**config.mk**
```make
export PLATFORM = sky130hd
export DESIGN_NAME = la_lane_align
export DESIGN_NICKNAME = d
export VERILOG_FILES = /design/src/rtl/la_pkg.sv /design/src/rtl/la_addr_gen.sv /design/src/rtl/la_store_lane.sv /design/src/rtl/la_load_extract.sv /design/src/rtl/la_lane_align.sv
export SDC_FILE = /design/constraint.sdc
export NUM_CORES = 1
export LEC_CHECK = 0
export ABC_CLOCK_PERIOD_IN_PS = 9000
export CAP_MARGIN = 25
export CORE_MARGIN = 5
export CORE_UTILIZATION = 50
export DETAILED_ROUTE_END_ITERATION = 6
export GPL_TIMING_DRIVEN = 0
export PLACE_DENSITY = 0.87
export REMOVE_ABC_BUFFERS = 1
export SLEW_MARGIN = 30
export SYNTH_ARGS = -nofsm -noshare
export SYNTH_HDL_FRONTEND = slang
export SYNTH_SLANG_ARGS = --single-unit
```
**constraint.sdc**
```tcl
create_clock -name clk -period 9 [get_ports clk]
set_input_delay 2.7 -clock clk [delete_from_list [all_inputs] [get_ports clk]]
set_output_delay 2.7 -clock clk [all_outputs]
set_load 0.01 [all_outputs]
```
**src/rtl/la_pkg.sv**
```systemverilog
package la_pkg;
  localparam int unsigned LA_DATA_W = 32;
  localparam int unsigned LA_LANES  = LA_DATA_W / 8;
  localparam int unsigned LA_OFS_W  = $clog2(LA_LANES);

  typedef enum logic [1:0] {
    SZ_BYTE  = 2'd0,
    SZ_HALF  = 2'd1,
    SZ_WORD  = 2'd2,
    SZ_WORD2 = 2'd3
  } la_size_e;

  typedef struct packed {
    logic [LA_OFS_W-1:0] ofs;
    la_size_e            size;
    logic                uns;
  } la_ctx_t;

  function automatic logic is_word(input la_size_e s);
    return s[1];
  endfunction
endpackage

```
**src/rtl/la_addr_gen.sv**
```systemverilog
module la_addr_gen
  import la_pkg::*;
#(
  parameter int unsigned ADDR_W = 32,
  parameter int unsigned OFF_W  = 16
) (
  input  logic [ADDR_W-1:0] base,
  input  logic [OFF_W-1:0]  offset,
  input  la_size_e          size,
  output logic [ADDR_W-1:0] addr,
  output logic              mis
);
  localparam int unsigned EXT_W = ADDR_W - OFF_W;

  logic [ADDR_W-1:0] off_ext;

  always_comb begin
    off_ext = {{EXT_W{offset[OFF_W-1]}}, offset};
    addr    = base + off_ext;
    if (is_word(size))       mis = |addr[1:0];
    else if (size == SZ_HALF) mis = addr[0];
    else                     mis = 1'b0;
  end
endmodule

```
**src/rtl/la_store_lane.sv**
```systemverilog
module la_store_lane
  import la_pkg::*;
(
  input  logic [LA_OFS_W-1:0]  ofs,
  input  la_size_e             size,
  input  logic                 mis,
  input  logic [LA_DATA_W-1:0] src,
  output logic [LA_LANES-1:0]  be,
  output logic [LA_DATA_W-1:0] wdata
);
  // lane i (0 = lowest address) occupies the most significant byte first
  for (genvar i = 0; i < LA_LANES; i++) begin : g_lane
    localparam logic [LA_OFS_W-1:0] LI = LA_OFS_W'(i);
    localparam int unsigned         HI = LA_DATA_W - 1 - 8 * i;
    logic       sel;
    logic [7:0] byte_v;

    always_comb begin
      if (is_word(size)) begin
        sel    = 1'b1;
        byte_v = src[HI -: 8];
      end else if (size == SZ_HALF) begin
        sel    = (ofs[1] == LI[1]);
        byte_v = LI[0] ? src[7:0] : src[15:8];
      end else begin
        sel    = (ofs == LI);
        byte_v = src[7:0];
      end
    end

    assign wdata[HI -: 8]            = sel ? byte_v : 8'h00;
    assign be[LA_LANES - 1 - i]      = sel & ~mis;
  end
endmodule

```
**src/rtl/la_load_extract.sv**
```systemverilog
module la_load_extract
  import la_pkg::*;
(
  input  la_ctx_t              ctx,
  input  logic [LA_DATA_W-1:0] rdata,
  output logic [LA_DATA_W-1:0] result
);
  logic [7:0]  b_sel;
  logic [15:0] h_sel;

  always_comb begin
    case (ctx.ofs)
      2'd0:    b_sel = rdata[31:24];
      2'd1:    b_sel = rdata[23:16];
      2'd2:    b_sel = rdata[15:8];
      default: b_sel = rdata[7:0];
    endcase
    h_sel = ctx.ofs[1] ? rdata[15:0] : rdata[31:16];

    if (is_word(ctx.size))
      result = rdata;
    else if (ctx.size == SZ_HALF)
      result = {{16{h_sel[15] & ~ctx.uns}}, h_sel};
    else
      result = {{24{b_sel[7] & ~ctx.uns}}, b_sel};
  end
endmodule

```
**src/rtl/la_lane_align.sv**
```systemverilog
module la_lane_align
  import la_pkg::*;
(
  input  logic        clk,
  input  logic        rst_n,
  input  logic        req_vld,
  input  logic        req_store,
  input  logic [1:0]  req_size,
  input  logic        req_unsigned,
  input  logic [31:0] req_base,
  input  logic [15:0] req_offset,
  input  logic [31:0] req_wdata,
  output logic        bus_vld,
  output logic [31:0] bus_addr,
  output logic        bus_we,
  output logic [3:0]  bus_be,
  output logic [31:0] bus_wdata,
  output logic        misalign,
  input  logic        rsp_vld,
  input  logic [31:0] rsp_rdata,
  output logic        ld_vld,
  output logic [31:0] ld_data
);
  // reset: asserted asynchronously, released on a clock edge
  logic [1:0] rst_sync;
  logic       rst_q;

  always_ff @(posedge clk or negedge rst_n) begin
    if (!rst_n) rst_sync <= 2'b00;
    else        rst_sync <= {rst_sync[0], 1'b1};
  end
  assign rst_q = rst_sync[1];

  // combinational request path
  la_size_e          size_c;
  logic [31:0]       addr_c;
  logic              mis_c;
  logic [3:0]        be_c;
  logic [31:0]       wdata_c;
  la_ctx_t           ctx_q, ctx_d;
  logic              ctx_en;
  logic [31:0]       ext_c;

  assign size_c = la_size_e'(req_size);

  la_addr_gen #(.ADDR_W(32), .OFF_W(16)) u_addr (
    .base   (req_base),
    .offset (req_offset),
    .size   (size_c),
    .addr   (addr_c),
    .mis    (mis_c)
  );

  la_store_lane u_store (
    .ofs   (addr_c[1:0]),
    .size  (size_c),
    .mis   (mis_c),
    .src   (req_wdata),
    .be    (be_c),
    .wdata (wdata_c)
  );

  la_load_extract u_load (
    .ctx    (ctx_q),
    .rdata  (rsp_rdata),
    .result (ext_c)
  );

  // next state
  logic        bus_vld_d, ld_vld_d;
  always_comb begin
    bus_vld_d  = req_vld;
    ld_vld_d   = rsp_vld;
    ctx_en     = req_vld & ~req_store & ~mis_c;
    ctx_d.ofs  = addr_c[1:0];
    ctx_d.size = size_c;
    ctx_d.uns  = req_unsigned;
  end

  // registers
  always_ff @(posedge clk or negedge rst_q) begin
    if (!rst_q) begin
      bus_vld <= 1'b0;
      ld_vld  <= 1'b0;
    end else begin
      bus_vld <= bus_vld_d;
      ld_vld  <= ld_vld_d;
    end
  end

  always_ff @(posedge clk or negedge rst_q) begin
    if (!rst_q) begin
      bus_addr  <= '0;
      bus_we    <= 1'b0;
      bus_be    <= '0;
      bus_wdata <= '0;
      misalign  <= 1'b0;
    end else if (req_vld) begin
      bus_addr  <= addr_c;
      bus_we    <= req_store;
      bus_be    <= be_c;
      bus_wdata <= wdata_c;
      misalign  <= mis_c;
    end
  end

  always_ff @(posedge clk or negedge rst_q) begin
    if (!rst_q) ctx_q <= '{ofs: '0, size: SZ_WORD, uns: 1'b0};
    else if (ctx_en) ctx_q <= ctx_d;
  end

  always_ff @(posedge clk or negedge rst_q) begin
    if (!rst_q)       ld_data <= '0;
    else if (rsp_vld) ld_data <= ext_c;
  end
endmodule

```
* After elaboration in Yosys (flattened, before gate mapping)
Index checks and enable logic that the tools add are counted.
** Operators by class
- Add/sub/neg operators :: 1
- Eq/ne operators :: 7
- Mux-type cells :: 22
- Bitwise logic cells :: 12
- Reduce and logical (&&, ||, !) cells :: 3
** Operator list (number)
- $mux W32 :: 2
- $mux W8 :: 8
- $add A32 B32 Y32 :: 1
- $pmux W8 S3 :: 1
- $mux W16 :: 1
- $mux W1 :: 10
- $and A1 B1 Y1 :: 8
- $eq A2 B1 Y1 const B :: 4
- $eq A2 B2 Y1 const B :: 3
- $logic_not A2 Y1 :: 2
- $not A1 Y1 :: 4
- $reduce_or A2 Y1 :: 1
** Word-level totals
- Flip-flop bits (word level) :: 111

* Longest topological paths before layout
Gate-level depths: netlist of the first run.
- Depth after elaboration :: 5
- Gate-level depth with buffers :: 11
- Gate-level depth less buffers :: 11

* Cells and area by module
A second synthesis of the first run with hierarchy kept.
** Second synthesis, totals
- Cells, all modules :: 669
- Area, all modules :: 7056.8 µm²
** By module, submodules not included
- la_lane_align :: instances 1, cells an instance 232, area each 4075.2 µm², sequential area each 2778.9 µm²
- la_addr_gen :: instances 1, cells an instance 224, area each 1614.0 µm², sequential area each 0.0 µm²
- la_load_extract :: instances 1, cells an instance 128, area each 853.3 µm², sequential area each 0.0 µm²
- la_store_lane :: instances 1, cells an instance 85, area each 514.2 µm², sequential area each 0.0 µm²

* Worst setup path before layout of the first run
Ideal clock, no wire load.
- Path type :: input to register
- Start :: in req_base[0]
- End :: reg bus_addr[20]
- Library setup time :: 0.125 ns
- Arrival time :: 4.884 ns
- Required time :: 8.875 ns
- Path slack :: 3.992 ns
- Stages on the path :: 11
- Buffers on the path :: 0
- Cell sequence :: ha_1 inv_1 fa_1 and2b_1 o2111ai_1 a211o_1 a21oi_1 o21ai_1 o31a_1 xnor2_1 mux2_2
** Between the ends
- Word-level cells in the longest chain between the ends :: 1
** Ends and longest elaborated chain
- from (decl) :: RTL line la_lane_align.sv:10 : input logic [31:0] req_base,
- $add A32 B32 Y32 :: RTL line la_addr_gen.sv:19 : addr = base + off_ext;
- to (signal assigned) :: RTL line la_lane_align.sv:99 : bus_addr <= addr_c;
- to (decl) :: RTL line la_lane_align.sv:14 : output logic [31:0] bus_addr,
No other way between the ends.
A chain may end at the register's enable or synchronous reset.

* Worst setup path after layout of the first run
- Start :: in req_offset[15]
- End :: reg bus_addr[29]
** Between the ends
- Word-level cells in the longest chain between the ends :: 1
** Ends and longest elaborated chain
- from (decl) :: RTL line la_lane_align.sv:11 : input logic [15:0] req_offset,
- $add A32 B32 Y32 :: RTL line la_addr_gen.sv:19
No other way between the ends.

==> metrics.txt, run 1 <==
first-pass GRT wire length=32500 µm; CTS clk-pin slew, worst paths=0.08 ns; count leader, synth=dfrtp_1; CTS Sinks=111; fraction of synthesized cell area in xor and xnor cells=2.93%; Setup Fix Bufs, Post-CTS=0; antenna-violating nets left=0; GR Util All Layers=25.4%; internal power=1.17 mW; Final Hold Violating Endpoints=0; # diodes=0; die extent in x=125 µm; status=completed; Worst EP arrival=5.74 ns; Period Utilization, post-route=60.9%; area leader, netlist=dfrtp_1; Netlist cell types=60; fill cell count=913; gp weighted congestion=0.963; RSZ-0062 raised after global routing=false; io pins=224; PortBufs=223; Synth Cell Area=6570 µm²; Vias=6237; worst path required time=9.26 ns; crit end category=flop; starting DRC count in detailed routing=473; Min-Delay Path Class=flop to asynchronous set/reset pin; CTS root buf=clkbuf_16; largest family of logic cells by synthesized area=compound AO/OA/AOI/OAI gates; simple-gate portion of the synthesized area=11.0%; Max-cap violations=0; layout cells sized above 1=8.31%; Worst-Margin Slew=0.784 ns; R2R depth=5; number of enable flip-flop cells after synthesis=0; initial antenna violation count=0; fmax=0.183 GHz; nets=1013; global route total overflow=0; Pwr Density=191 nW/µm²; YS warnings=0; CTS tree=built; top post-synthesis cells by count=110 x dfrtp_1, 69 x a21oi_1, 56 x nor2_1, 47 x nand2_1, 34 x mux2_2; syn_area_per_cell=9.90 µm²; Switching Fraction=33.7%; Die ar.=15500 µm²; critical path start-end classification=primary input to flop; setup total negative slack=0 ns; number of global-route vias before repair=6288; critical path launch point type=primary input; Clock Skews=0.00859 ns; top cells by area, synth=dfrtp_1 42%, ha_1 5.9%, mux2_2 5.8%; CTS H-tree lvls=3; placed inst area=8950 µm²; Inst Count DP=1022; final setup fails=0; Starting Density=51.4%; crit-path max FO=17; post-cts hold buffer count=0; asr flop ratio synth=100%; Yosys top cell area share=41.9%; Worst-Skew Late Latency=0.36 ns; sequential share of power=38.9%; Area Growth Syn to Fin=40.9%; 1st-pass router iterations=6; mux contribution to synthesized area=10.9%; design area=9260 µm²; worst vdd ir=0.0989 mV; Routed Wire Length=19900 µm; Slew HR=47.7%; LEAKAGE=3.87 nW; FP Rows=41; compound-cell area share of the yosys netlist=23.5%; CTS buffer count=9; WL/cell=19.2 µm; predominant post-synthesis flop cell=dfrtp_1; Synth Register Bits=111; Clock Tree Buf Depth=2; dpl hpwl=15200 µm; fin. max-slew vios=0; Post-Syn Instances=664; fin crit period=5.48 ns; clock share of power=23.0%; Psw=0.596 mW; register area share after synthesis=42.3%; drc violations=0; core area=12800 µm²; Post-Synth Adder-Cell Area=6.21%; CTS resizes=0; post-route insts no fill=1038; die span in y=125 µm; pin count of the biggest net entering global routing=47; Via density=6.01; combinational power share=38.2%
power groups by stage:
stage	Combinational (mW)	Clock (mW)	Sequential, mW
5_1_grt	0.727	0.434	0.703
4_1_cts	0.676	0.411	0.685
2_1_floorplan	0.275	0	0.728
3_5_place_dp	0.671	0	0.693
6_report	0.674	0.406	0.687
3_3_place_gp	0.644	0	0.694
logic make-up (layout without fill, tap and decap cells):
family | count (synthesis) | after routing
fa+ha+maj | 32 | 32
compound gates | 221 | 221
mux | 66 | 66
other cells | 1 | 1
buf+inv | 53 | 255
flops | 111 | 111
xor+xnor | 22 | 22
simple gates | 158 | 158
final cells by class:
cell class | instances | area, µm² | share of cell area (%)
timing repair buffer | 227 | 2310 | 25.0
multi-input combinational | 500 | 3600 | 38.9
clock inverter | 7 | 75.1 | 0.811
tap | 172 | 215 | 2.32
sequential | 111 | 2780 | 30.1
inverter | 12 | 46.3 | 0.500
clock buffer | 9 | 225 | 2.43
critical path, cell delays in order:
cell and delay (ns):
clkdlybuf4s50_1 0.81, ha_1 0.61, a21oi_1 0.25, nor2_1 0.07, a211oi_1 0.56, a211oi_1 0.20, a2111o_1 0.44, o311ai_1 0.09
per-layer routing:
metal / up-vias / track usage [%] / wire length, µm
met5: - / 0 / 0
met4: 0 / 9.67 / 584
met3: 47 / 6.05 / 1830
met2: 318 / 41.8 / 9580
met1: 3008 / 32.5 / 7950
li1: 2864 / - / -
final timing paths:
path | startpoint | to | slack [ns]
hold / removal | rst_sync[1]$_DFF_PN0_ | bus_wdata[20]$_DFFE_PN0P_ | 0.26
setup reg to reg | ctx_q[4]$_DFFE_PN0P_ | ld_data[30]$_DFFE_PN0P_ | 6.44
min in group clk | rst_sync[0]$_DFF_PN0_ | rst_sync[1]$_DFF_PN0_ | 0.36
max in group asynchronous | rst_n | rst_sync[1]$_DFF_PN0_ | 6.38
setup / recovery | req_offset[15] | bus_addr[29]$_DFFE_PN0P_ | 3.52
hold reg to reg | rst_sync[1]$_DFF_PN0_ | bus_wdata[20]$_DFFE_PN0P_ | 0.26
sequential cells by signal, summed over array words and instances, names as in the netlist:
name       flops
bus_addr      32
bus_be         4
bus_wdata     32
misalign       1
rst_sync       2
bus_vld        1
ld_vld         1
ctx_q          5
ld_data       32
bus_we         1
metrics by stage:
step           utilization [%]  power, mW  worst slack (ns)  hold slack (ns)
6_report                  72.5       1.77              3.52            0.262
5_1_grt                   72.5       1.86              3.39            0.306
2_1_floorplan                -       1.00              3.99            0.331
4_1_cts                   72.4       1.77              3.61            0.281
3_3_place_gp              69.4       1.34              1.30            0.338
3_5_place_dp              70.1       1.36              3.24            0.270
cell usage in the layout, fill, tap and decap left out, types with 5 or more instances in the layout:
cell             Yosys  routed
xnor2_1             15      15
a22o_1              16      16
clkdlybuf4s50_1      0     220
o22ai_1              7       7
o2bb2ai_1           25      25
and2_1               5       5
ha_1                31      31
nor2b_1             11      10
a221oi_1            15      15
mux2i_1             31      31
clkbuf_16            0       9
o21ai_0             16      16
a31oi_1              7       7
nand3_1              9       9
o21ai_1              6       6
nor3_1               6       5
o21a_1               7       7
nor2_1              56      53
mux2_2              34      34
nand2_1             47      47
dfrtp_1            110     109
inv_1               11      11
a21o_1              18      18
a211oi_1             9       9
a21oi_1             69      69
xor2_1               7       7
No activity file was read; power rests on OpenSTA's default activity.
==> inputs of run 2 (changes only) <==
ABC_CLOCK_PERIOD_IN_PS = 5300   (was 9000)
CORE_UTILIZATION = 46   (was 50)
PLACE_DENSITY = 0.81   (was 0.87)
clock period = 5.3 ns   (was 9 ns; I/O delays follow)
==> metrics.txt, run 2 (synthesis results as in run 1) <==
CTS Sinks=111; Post-Place Setup Slack=0.624 ns; critical path launch point type=primary input; pin count of the biggest net entering global routing=50; starting DRC count in detailed routing=315; Setup Fix Bufs, Post-CTS=0; die span in y=130 µm; final worst slack=0.930 ns; nets=1013; R2R depth=5; most common cell after layout, fill and taps aside=clkdlybuf4s50_1; Critical R2R Launch=ctx_q[4]$_DFFE_PN0P_; GR Util All Layers=23.4%; CTS clk-pin slew, worst paths=0.08 ns; Via density=5.84; final setup fails=0; status=completed; post-cts hold buffer count=0; initial antenna violation count=1; worst path required time=5.55 ns; Area Growth Syn to Fin=40.9%; Clock Tree Buf Depth=2; RSZ-0062 raised after global routing=false; fill cell count=1055; RR Endpoint=ld_data[18]$_DFFE_PN0P_; top flop regs=bus_addr (32), bus_wdata (32), ld_data (32); # diodes=0; number of global-route vias before repair=6245; Worst Setup EP=bus_addr[29]$_DFFE_PN0P_; CTS tree=built; Period Utilization, post-route=82.5%; WL/cell=19.1 µm; crit end category=flop; die extent in x=130 µm; Vias=6108; dpl hpwl=15100 µm; CTS root buf=clkbuf_16; gp weighted congestion=0.960; Pwr Density=321 nW/µm²; Overall Power=2.97 mW; fmax=0.229 GHz; CTS H-tree lvls=3; 1st-pass router iterations=4; first-pass GRT wire length=31500 µm; Final Hold Violating Endpoints=0; crit-path max FO=17; layout cells sized above 1=8.31%; Starting Density=47.2%; Max-cap violations=0; Worst-Skew Late Latency=0.35 ns; Clock Skews=0.00598 ns; CP startpoint=req_offset[15]; io pins=224; design area=9260 µm²; LEAKAGE=3.86 nW; Reg2Reg Setup Slack=2.73 ns; Worst-Margin Slew=0.815 ns; drc violations=0; Die ar.=16800 µm²; fin crit period=4.37 ns; Slew HR=45.6%; Min-Delay Path Class=flop to asynchronous set/reset pin; fin. max-slew vios=0; Routed Wire Length=20000 µm; antenna-violating nets left=0; Worst EP arrival=4.62 ns; core area=13900 µm²; critical path start-end classification=primary input to flop; FP Rows=43; PortBufs=223; CTS resizes=0; placed inst area=8960 µm²; worst vdd ir=0.225 mV; CTS buffer count=9; commonest non-fill, non-tap cells in the layout=220 x clkdlybuf4s50_1, 109 x dfrtp_1, 69 x a21oi_1, 53 x nor2_1, 47 x nand2_1; global route total overflow=0
## run 2: cell count changes in the layout (fill, tap and decap cells not counted), sizes merged
| cell | delta |
|---|---|
| inv | -3 |
| clkinv | +2 |
| clkinvlp | +1 |
## run 2: through the flow
stage	setup TNS (ns)	utilization [%]	hold slack (ns)	cells
floorplan	0	-	0.331	623
detailed placement	0	64.3	0.290	1030
global route	0	66.4	0.326	1046
CTS	0	66.4	0.296	1046
global placement	-41.11	63.7	0.338	1026
finish	0	66.4	0.281	1046
## run 2: routing by layer
metal / vias up / routed length [µm] / global-route usage [%]
met5: - / 13 / 0
met4: 2 / 492 / 9.23
met3: 38 / 1560 / 5.61
met2: 268 / 9550 / 37.4
met1: 2944 / 8380 / 30.8
li1: 2856 / - / -
## run 2: power breakdown
group	total [mW]	switching (mW)	leakage, nW	internal, mW
registers	1.17	0.147	1.34	1.02
clock network	0.665	0.335	0.142	0.330
logic	1.14	0.505	2.39	0.631
## run 2: layout make-up
class	instances	area, µm²	share of cell area (%)
timing repair buffer	227	2300	24.9
clock inverter	7	71.3	0.770
clock buffer	9	225	2.43
inverter	12	46.3	0.500
sequential	111	2780	30.1
tap	180	225	2.43
multi-input combinational	500	3600	38.9
## run 2: how the worst min path moves through the flow
| stage | from | endpoint | slack [ns] | cells past startpoint |
|---|---|---|---|---|
| final | rst_sync[1]$_DFF_PN0_ | ld_data[13]$_DFFE_PN0P_ | 0.28 | 0 |
| after global routing | rst_sync[1]$_DFF_PN0_ | ld_data[13]$_DFFE_PN0P_ | 0.33 | 0 |
| after CTS | rst_sync[1]$_DFF_PN0_ | ld_data[13]$_DFFE_PN0P_ | 0.30 | 0 |
| after detailed placement | rst_sync[1]$_DFF_PN0_ | ld_data[13]$_DFFE_PN0P_ | 0.29 | 0 |
| after global placement | rst_sync[0]$_DFF_PN0_ | rst_sync[1]$_DFF_PN0_ | 0.34 | 0 |
| after floorplan | rst_sync[0]$_DFF_PN0_ | rst_sync[1]$_DFF_PN0_ | 0.33 | 0 |
## run 2: critical path, cell delays in order
cell	delay, ns
clkdlybuf4s50_1	0.79
ha_1	0.60
a21o_1	0.19
a21o_1	0.17
a21oi_1	0.13
o21ai_0	0.15
o21ai_2	0.29
a211oi_1	0.17
a2111o_1	0.45
o311ai_1	0.09
==> inputs of run 3 (changes only) <==
ABC_CLOCK_PERIOD_IN_PS = 3900   (was 5300)
CORE_UTILIZATION = 42   (was 46)
PLACE_DENSITY = 0.78   (was 0.81)
clock period = 3.9 ns   (was 5.3 ns; I/O delays follow)
==> metrics.txt, run 3 (synthesis results as in run 1) <==
die extent in x=135 µm; Worst-Skew Late Latency=0.35 ns; Worst EP arrival=4.03 ns; Clock Tree Buf Depth=2; Inst Count DP=1061; Max stage delay on crit path=0.49 ns; GR Util All Layers=21.0%; Max-cap violations=0; crit-path max FO=4; commonest non-fill, non-tap cells in the layout=219 x clkdlybuf4s50_1, 109 x dfrtp_1, 68 x a21oi_1, 53 x nor2_1, 47 x nand2_1; Pwr Density=436 nW/µm²; FF/Latch Area=2780 µm²; worst vdd ir=0.232 mV; fill cell count=1317; Routed Wire Length=19400 µm; top flop regs=bus_addr (32), bus_wdata (32), ld_data (32); Critical Path, Cell by Cell=clkdlybuf4s50_1, ha_2, inv_1, fa_2, and2b_1, o2111ai_1, a211o_1, a2111oi_4, nor3b_1, xnor2_1, mux2_2; WP buf/inv=2; io pins=224; Slew HR=39.9%; critical path start-end classification=primary input to flop; final setup fails=0; WL/cell=18.0 µm; Reg2Reg Setup Slack=1.30 ns; worst path required time=4.14 ns; RR Endpoint=ld_data[29]$_DFFE_PN0P_; layout cells sized above 1=8.87%; CTS root buf=clkbuf_16; post-cts hold buffer count=0; FP Rows=45; # diodes=0; starting DRC count in detailed routing=183; fmax=0.264 GHz; RSZ-0062 raised after global routing=false; nets=1015; initial antenna violation count=0; number of global-route vias before repair=6020; Levels on crit path=11; Clock Skews=0.00629 ns; most common cell after layout, fill and taps aside=clkdlybuf4s50_1; pin count of the biggest net entering global routing=63; Die ar.=18200 µm²; status=completed; global route total overflow=0; Layout Utilization=61.3%; fin crit period=3.79 ns; 1st-pass router iterations=4; Critical-path top delay cell=a2111oi_4; critical path launch point type=primary input; Via density=5.51; LEAKAGE=3.88 nW; gp weighted congestion=0.880; Period Utilization, post-route=97.2%; Starting Density=43.1%; Critical R2R Launch=ctx_q[4]$_DFFE_PN0P_; PortBufs=223; dpl hpwl=14400 µm; CP delay by family, top=compound AO/OA/AOI/OAI gates; core area=15300 µm²; Vias=5940; CTS Sinks=111; Final Hold Violating Endpoints=0; die span in y=135 µm; Worst-Margin Slew=0.895 ns; first-pass GRT wire length=31000 µm; CTS tree=built; CTS clk-pin slew, worst paths=0.07 ns; multi-input logic area=3620 µm²; post-route insts no fill=1079; drc violations=0; Min-Delay Path Class=flop to asynchronous set/reset pin; fin. max-slew vios=0; R2R depth=5; CTS buffer count=9; Area Growth Syn to Fin=42.3%; crit end category=flop; antenna-violating nets left=0; CTS H-tree lvls=3
-- run 3: cell count changes in the layout (fill, tap and decap cells not counted), sizes merged --
cell / before / now
clkinv: 6 / 2
clkinvlp: 1 / 2
dlygate4sd2: 0 / 1
inv: 12 / 14
clkdlybuf4s50: 220 / 219
buf: 7 / 9
bufinv: 0 / 1
-- run 3: cell type report --
class	instances	share of cell area, %
sequential	111	29.8
tap	211	2.82
multi-input combinational	500	38.7
clock inverter	7	0.843
clock buffer	9	2.41
timing repair buffer	229	24.9
inverter	12	0.535
-- run 3: worst register-to-register path, cell delays in order (launching register included) --
cell	delay [ns]
dfrtp_1	0.81
mux4_2	0.61
nand2b_1	0.15
a211oi_1	0.10
nor2b_2	0.62
a21oi_1	0.16
-- run 3: through the flow --
step / setup slack [ns] / setup TNS [ns] / hold WS (ns) / power, mW / area (µm²)
3_5_place_dp: -0.382 / -4.45 / 0.316 / 3.14 / 9010
4_1_cts: 0.0363 / 0 / 0.324 / 4.13 / 9310
2_1_floorplan: 0.424 / 0 / 0.331 / 2.31 / 6410
3_3_place_gp: -2.54 / -210.23 / 0.335 / 3.11 / 8910
6_report: 0.110 / 0 / 0.305 / 4.08 / 9350
5_1_grt: 0.000882 / 0 / 0.351 / 4.33 / 9350
-- run 3: power by group --
| group | internal [mW] | total (mW) | switching [mW] |
|---|---|---|---|
| logic | 0.862 | 1.55 | 0.689 |
| clock network | 0.507 | 0.954 | 0.447 |
| registers | 1.39 | 1.57 | 0.188 |
-- run 3: layer usage --
metal	vias up	global-route usage [%]	routed length, µm
met3	16	5.66	1300
met5	-	0	0
met4	0	4.65	212
met2	170	35.8	9610
li1	2866	-	-
met1	2888	26.7	8270
-- run 3: how the worst max path moves through the flow --
stage | endpoint | from
finish | bus_addr[22]$_DFFE_PN0P_ | req_base[0]
global route | bus_addr[30]$_DFFE_PN0P_ | req_offset[0]
CTS | bus_addr[30]$_DFFE_PN0P_ | req_base[0]
detailed placement | bus_addr[25]$_DFFE_PN0P_ | req_offset[15]
global placement | bus_wdata[5]$_DFFE_PN0P_ | req_vld
floorplan | bus_addr[20]$_DFFE_PN0P_ | req_base[0]
-- run 3: what timing repair did --
action | 4_1_cts | 5_1_grt
setup buffers | 0 | 2
endpoints found under the setup margin | 2 | 4
gates cloned | 0 | 0
resized for setup | 2 | 3
pin swaps | 0 | 5
